<file path="config.mk">
export PLATFORM = sky130hd
export DESIGN_NAME = bcd_ripple_adder
export DESIGN_NICKNAME = d
export VERILOG_FILES = /design/src/rtl/bcd_add_pkg.sv /design/src/rtl/nib_adder4.sv /design/src/rtl/digit_valid_check.sv /design/src/rtl/bcd_digit_slice.sv /design/src/rtl/bcd_ripple_adder.sv
export SDC_FILE = /design/constraint.sdc
export NUM_CORES = 1
export LEC_CHECK = 0
export BUFFER_PORTS_ARGS = -buffer_cell sky130_fd_sc_hd__buf_2
export CORE_AREA = 2 2 39 41
export DETAILED_ROUTE_END_ITERATION = 7
export DIE_AREA = 0 0 41 43
export PLACE_DENSITY_LB_ADDON = 0.08
export SLEW_MARGIN = 25
export SYNTH_ARGS = -nofsm -noshare
export SYNTH_HDL_FRONTEND = slang
export SYNTH_SLANG_ARGS = --single-unit
</file>
<file path="constraint.sdc">
create_clock -name vclk -period 3.2
set_clock_uncertainty 0.15 [all_clocks]
set_input_delay 0.16 -clock vclk [all_inputs]
set_output_delay 0.16 -clock vclk [all_outputs]
set_load 0.005 [all_outputs]
</file>
<file path="src/rtl/bcd_add_pkg.sv">
`timescale 1ns/1ps
package bcd_add_pkg;
    localparam int NIB_W     = 4;
    localparam int MAX_DIGIT = 9;
    localparam int CORR      = 6;

    typedef logic [NIB_W-1:0] nib_t;

    function automatic logic nib_is_digit(input nib_t n);
        return n <= nib_t'(MAX_DIGIT);
    endfunction
endpackage

</file>
<file path="src/rtl/nib_adder4.sv">
`timescale 1ns/1ps
module nib_adder4
    import bcd_add_pkg::*;
(
    input  nib_t x_i,
    input  nib_t y_i,
    input  logic ci_i,
    output nib_t s_o,
    output logic co_o
);
    localparam int SUM_W = NIB_W + 1;

    logic [SUM_W-1:0] full;

    assign full = SUM_W'(x_i) + SUM_W'(y_i) + SUM_W'(ci_i);
    assign s_o  = full[NIB_W-1:0];
    assign co_o = full[NIB_W];
endmodule

</file>
<file path="src/rtl/digit_valid_check.sv">
`timescale 1ns/1ps
module digit_valid_check
    import bcd_add_pkg::*;
(
    input  nib_t a_i,
    input  nib_t b_i,
    output logic bad_o
);
    assign bad_o = !nib_is_digit(a_i) || !nib_is_digit(b_i);
endmodule

</file>
<file path="src/rtl/bcd_digit_slice.sv">
`timescale 1ns/1ps
module bcd_digit_slice
    import bcd_add_pkg::*;
(
    input  nib_t a_i,
    input  nib_t b_i,
    input  logic c_i,
    output nib_t s_o,
    output logic c_o
);
    nib_t raw;
    logic raw_c;
    nib_t fix;
    logic fix_c;
    logic over9;

    // first stage: plain binary sum of the two digits and the carry
    nib_adder4 u_raw (
        .x_i (a_i),
        .y_i (b_i),
        .ci_i(c_i),
        .s_o (raw),
        .co_o(raw_c)
    );

    // 10..15 seen through the top bit and either middle bit
    assign over9 = raw[3] & (raw[2] | raw[1]);
    assign c_o   = raw_c | over9;
    assign fix   = c_o ? nib_t'(CORR) : '0;

    // second stage: decimal correction, its carry is not propagated
    nib_adder4 u_fix (
        .x_i (raw),
        .y_i (fix),
        .ci_i(1'b0),
        .s_o (s_o),
        .co_o(fix_c)
    );

    always_comb begin
        int total;
        total = int'(a_i) + int'(b_i) + int'(c_i);
        if (!raw_c && raw <= nib_t'(MAX_DIGIT))
            a_r3_pass_through: assert (!c_o && s_o == raw && !fix_c);
        if (!raw_c && raw > nib_t'(MAX_DIGIT))
            a_r4_over_nine: assert (c_o && s_o == nib_t'(raw - 4'd10));
        if (raw_c)
            a_r5_binary_carry: assert (c_o && s_o == nib_t'(raw + 4'd6));
        if (nib_is_digit(a_i) && nib_is_digit(b_i)) begin
            a_r8_digit_legal: assert (s_o <= nib_t'(MAX_DIGIT));
            a_r1_digit_value: assert (total == (c_o ? 10 : 0) + int'(s_o));
        end
    end
endmodule

</file>
<file path="src/rtl/bcd_ripple_adder.sv">
`timescale 1ns/1ps
module bcd_ripple_adder
    import bcd_add_pkg::*;
#(
    parameter int DIGITS = 1
) (
    input  logic [4*DIGITS-1:0] a_i,
    input  logic [4*DIGITS-1:0] b_i,
    input  logic                cin_i,
    output logic [4*DIGITS-1:0] sum_o,
    output logic                cout_o,
    output logic                bad_operand_o
);
    localparam int W = NIB_W * DIGITS;

    logic [DIGITS:0]   chain;
    logic [DIGITS-1:0] bad;

    assign chain[0] = cin_i;

    for (genvar d = 0; d < DIGITS; d++) begin : g_digit
        bcd_digit_slice u_slice (
            .a_i(a_i[d*NIB_W +: NIB_W]),
            .b_i(b_i[d*NIB_W +: NIB_W]),
            .c_i(chain[d]),
            .s_o(sum_o[d*NIB_W +: NIB_W]),
            .c_o(chain[d+1])
        );
        digit_valid_check u_chk (
            .a_i  (a_i[d*NIB_W +: NIB_W]),
            .b_i  (b_i[d*NIB_W +: NIB_W]),
            .bad_o(bad[d])
        );
    end

    assign cout_o        = chain[DIGITS];
    assign bad_operand_o = |bad;

    always_comb begin
        if (!bad_operand_o)
            a_r6_top_carry_bound: assert (!(cout_o && sum_o == W'(0) && a_i == W'(0) && b_i == W'(0)));
    end
endmodule

</file>
Word-level counts from Yosys, hierarchy flattened
Cells that the tools add are included.
Word-level totals
  output and inout port bits: 6
  word-level logic and storage cells: 12
  register bits: 0
  input bits: 9
Operators by class
  bitwise operators: 3
  $add $sub $neg: 3
  reductions and logical operators: 3
  multiplexer cells: 1
  $lt $le $gt $ge: 2
Operator list (count)
  4-bit <= comparator (second input constant): 2
  4-bit by 4-bit adder with 5-bit output: 1
  5-bit by 1-bit adder with 5-bit output: 1
  4-bit adder: 1
  3-bit two-way mux: 1
  1-bit logical NOT: 2
  1-bit OR: 2
  1-bit bitwise AND: 1
  1-bit logical OR: 1

Longest topological paths before layout
  depth after elaboration: 7
  mapped depth: 11

Hierarchy
A second synthesis with hierarchy kept.
Second synthesis, totals
  cells, all modules: 38
  area, all modules: 316.6 µm²
Modules (own cells, without submodules)
  nib_adder4: seq. area each 0.0 µm², instances 2, cells each 16, area an instance 143.9 µm²
  bcd_digit_slice: seq. area each 0.0 µm², instances 1, cells each 3, area an instance 15.0 µm²
  digit_valid_check: seq. area each 0.0 µm², instances 1, cells each 3, area an instance 13.8 µm²

Worst setup path before layout
Ideal clock, no wire load.
  kind: input -> output
  start: in a_i[0]
  end: out sum_o[3]
  arrival: 2821 ps
  path buffers: 0
  setup slack: 69 ps
  stages: 10
  cells stage by stage: inv_1 > fa_1 > inv_1 > fa_1 > o41a_1 > a221o_1 > ha_1 > fa_1 > xnor2_1 > xnor2_1
Between the ends
  longest elaborated chain between the ends: 7
RTL lines
  from (decl): line bcd_ripple_adder.sv:7  | input logic [4*DIGITS-1:0] a_i,
  4-bit by 4-bit adder with 5-bit output (*): line nib_adder4.sv:15  | assign full = SUM_W'(x_i) + SUM_W'(y_i) + SUM_W'(ci_i);
  5-bit by 1-bit adder with 5-bit output (*): line nib_adder4.sv:15
  1-bit OR: line bcd_digit_slice.sv:27  | assign over9 = raw[3] & (raw[2] | raw[1]);
  1-bit bitwise AND: line bcd_digit_slice.sv:27
  1-bit OR (*): line bcd_digit_slice.sv:28  | assign c_o = raw_c | over9;
  via cout_o: line bcd_ripple_adder.sv:11  | output logic cout_o,
  3-bit two-way mux (*): line bcd_digit_slice.sv:29  | assign fix = c_o ? nib_t'(CORR) : '0;
  4-bit adder (*): line nib_adder4.sv:15
  to (decl): line bcd_ripple_adder.sv:10  | output logic [4*DIGITS-1:0] sum_o,
Mark *: on every way through the listed nets, which the timed path passes. The rest lies on a longest branch.

Final worst setup path
  start: in cin_i
  end: out sum_o[3]
Between the ends
  longest elaborated chain between the ends: 6
RTL lines
  from (decl): line bcd_ripple_adder.sv:9  | input logic cin_i,
  5-bit by 1-bit adder with 5-bit output (*): line nib_adder4.sv:15
  1-bit OR: line bcd_digit_slice.sv:27
  1-bit bitwise AND: line bcd_digit_slice.sv:27
  1-bit OR: line bcd_digit_slice.sv:28
  3-bit two-way mux: line bcd_digit_slice.sv:29
  4-bit adder (*): line nib_adder4.sv:15
Mark *: on every way between the ends. The rest lies on a longest branch, timed or not.

==> summary.md <==
| Metric | Value |
|---|---|
| Final Slew Violations | 0 |
| CLK BUF | 0 |
| Placed inst area | 342.8 um2 |
| DRC errors left | 0 |
| Initial antenna violation count | 0 |
| Most common cell in the netlist | inv_1 |
| Family with the most delay on the worst path | adder cells |
| Simple-gate share of the synthesized area | 0.05914 |
| Cell taking the most area after synthesis | fa_1 |
| Run status | finished clean |
| Post-Synth XOR/XNOR Area | 0.1129 |
| Detailed-router iteration count before antenna repair | 4 |
| Hold Buf Count CTS | 0 |
| Fin crit period | 3104 ps |
| DR vias | 250 |
| Cell Pwr Density | 279.0 nW/um2 |
| Final hold slack | 477.7 ps |
| Rel. slew slack | 0.8146 |
| Fillers | 158 |
| F_max | 0.3221 GHz |
| DIE HEIGHT | 43 um |
| Crit path kind | input pin to output port |
| Worst path arrival time | 2790 ps |
| Final hold viol count | 0 |
| CP max stage cell | fa_1 |
| Port bufs | 15 |
| Buffers & Inverters on Critical Path | 5 |
| Number of global-route vias before repair | 218 |
| CP Launch Type | input pin |
| Synth Area in Adders | 0.4731 |
| DR iter-0 viols | 1 |
| Synth Warn # | 0 |
| Post-route cell area | 365.4 um2 |
| Mux cell area share after synthesis | 0 |
| # rows | 14 |
| Die X | 41 um |
| Core area | 1384 um2 |
| Drt wl/cell | 8.917 um |
| RSZ-0062 raised after global routing | yes |
| Syn-to-layout area delta | 56.99% |
| Crit-path max FO | 2 |
| Drt total wl | 535 um |
| CP required | 2890 ps |
| Initial core utilization | 0.1682 |
| Largest net degree at the start of global routing | 6 |
| LEAKAGE | 0.1900 nW |
| Share of cells above drive strength 1 | 0.5455 |
| Top post-synthesis cells by count | inv_1 (5), ha_1 (4), fa_1 (3), o21ai_0 (2), xnor2_1 (2) |
| Maximum capacitance violations | 0 |
| Total GRT Usage | 0.06419 |
| Net Count, Synth | 42 |
| Period utilization | 0.9701 |
| Seq/Total Area, Yosys | 0 |
| Crit end category | output port |
| Multi-input gate area | 229.0 um2 |
| Share of the synthesized area in the top cell type | 0.2581 |
| Final ANT Viol Nets | 0 |
| Drt via density | 4.167 |
| Final HPWL DP | 488.4 um |
| Worst slew pin tran | 277.1 ps |
| GRT Residual Overflow | 0 |
| Seq_cells | 0 |
| Synth unique cells | 15 |
| Core Util, Final | 0.2640 |
| HP Class | input pin to output port |
| Cell Chain, Critical Path | buf_2 -> inv_1 -> fa_2 -> inv_2 -> fa_1 -> buf_4 -> o21ba_1 -> a221o_1 -> ha_2 -> fa_2 -> xnor2_2 -> xnor2_1 -> buf_2 |
| Biggest cell delay along the critical path | 430 ps |
| GPL Wtd Cong | 0.7298 |
| Sequential cell area | 0 um2 |
| Synth Area in Compound Gates | 0.2742 |
| Synth top area cells | fa_1 (26%), ha_1 (22%), inv_1 (8.1%) |
| Sum of negative setup slack | 0 ps |
| Top Ports | 15 |
| Largest family of logic cells by synthesized area | adder cells |
| Diodes inserted | 0 |
| Peak VDD IR | 59.35 uV |
| Final nets | 62 |
| Post-Syn Instances | 26 |
| First-pass GRT wire length | 848 um |
| Synthesized area | 232.7 um2 |
| Syn_area_per_cell | 8.951 um2 |
| Final setup violation count | 0 |
| Die area | 1763 um2 |
## layout by cell type (no fill, tap or decap), drive strengths merged
cell type	n
o211ai	1
a221o	1
buf	18
ha	4
xor2	1
nor2	1
fa	3
nand2	1
inv	5
a21oi	1
a21bo	1
o41a	1
o21ai	2
o21ba	1
xnor2	2
nor2b	1
## kinds of logic (layout without fill, tap and decap cells)
group                      count (synthesis)  count (layout)
adders and majority gates                  7               7
and+or+nand+nor                            3               3
AOI/OAI and AO/OA                          8               8
xor gates and xnor gates                   3               3
buffers and inverters                      5              23
## cell type report
type	instances	share of cell area
tap	16	0.05479
multi-input combinational	21	0.6267
inverter	5	0.05137
timing repair buffer	18	0.2671
## routing by layer
| metal | GRT usage | wire, um | up-vias |
|---|---|---|---|
| li1 | - | - | 126 |
| met1 | 0.08974 | 225 | 110 |
| met2 | 0.1125 | 254 | 14 |
| met3 | 0 | 54 | 0 |
| met4 | 0 | 0 | 0 |
| met5 | 0 | 0 | - |
## path summary, 6_finish.rpt
| kind | startpoint | endpoint | depth (start not counted) |
|---|---|---|---|
| setup / recovery | cin_i | sum_o[3] | 13 |
| hold / removal | b_i[2] | bad_operand_o | 4 |
## power breakdown
group / switching (mW) / leakage, nW / total (mW) / internal [mW]
clock: 0 / 0 / 0 / 0
sequential: 0 / 0 / 0 / 0
combinational: 0.0445 / 0.190 / 0.102 / 0.0574
total: 0.0445 / 0.190 / 0.102 / 0.0574
## stage by stage
step	power, mW	cells	worst slack, ps
after CTS	0.1029	59	6.913
after global routing	0.1134	60	-29.26
after detailed placement	0.09431	59	-147.9
after global placement	0.09340	59	-119.4
final	0.1019	60	95.63
after floorplan	0.05533	26	69.30
## worst min-delay path, delay by kind of cell
family | cells | cell delay, ps
AO/OA/AOI/OAI | 1 | 60
buffers and inverters | 2 | 180
AND/OR/NAND/NOR | 1 | 60
## timing repair
| item | CTS | global route |
|---|---|---|
| endpoints found under the setup margin | 1 | 1 |
| setup buffers | 0 | 1 |
| gates resized for setup | 5 | 0 |
| pin swaps | 5 | 7 |
Note: power is estimated with default switching activity, not from simulation.
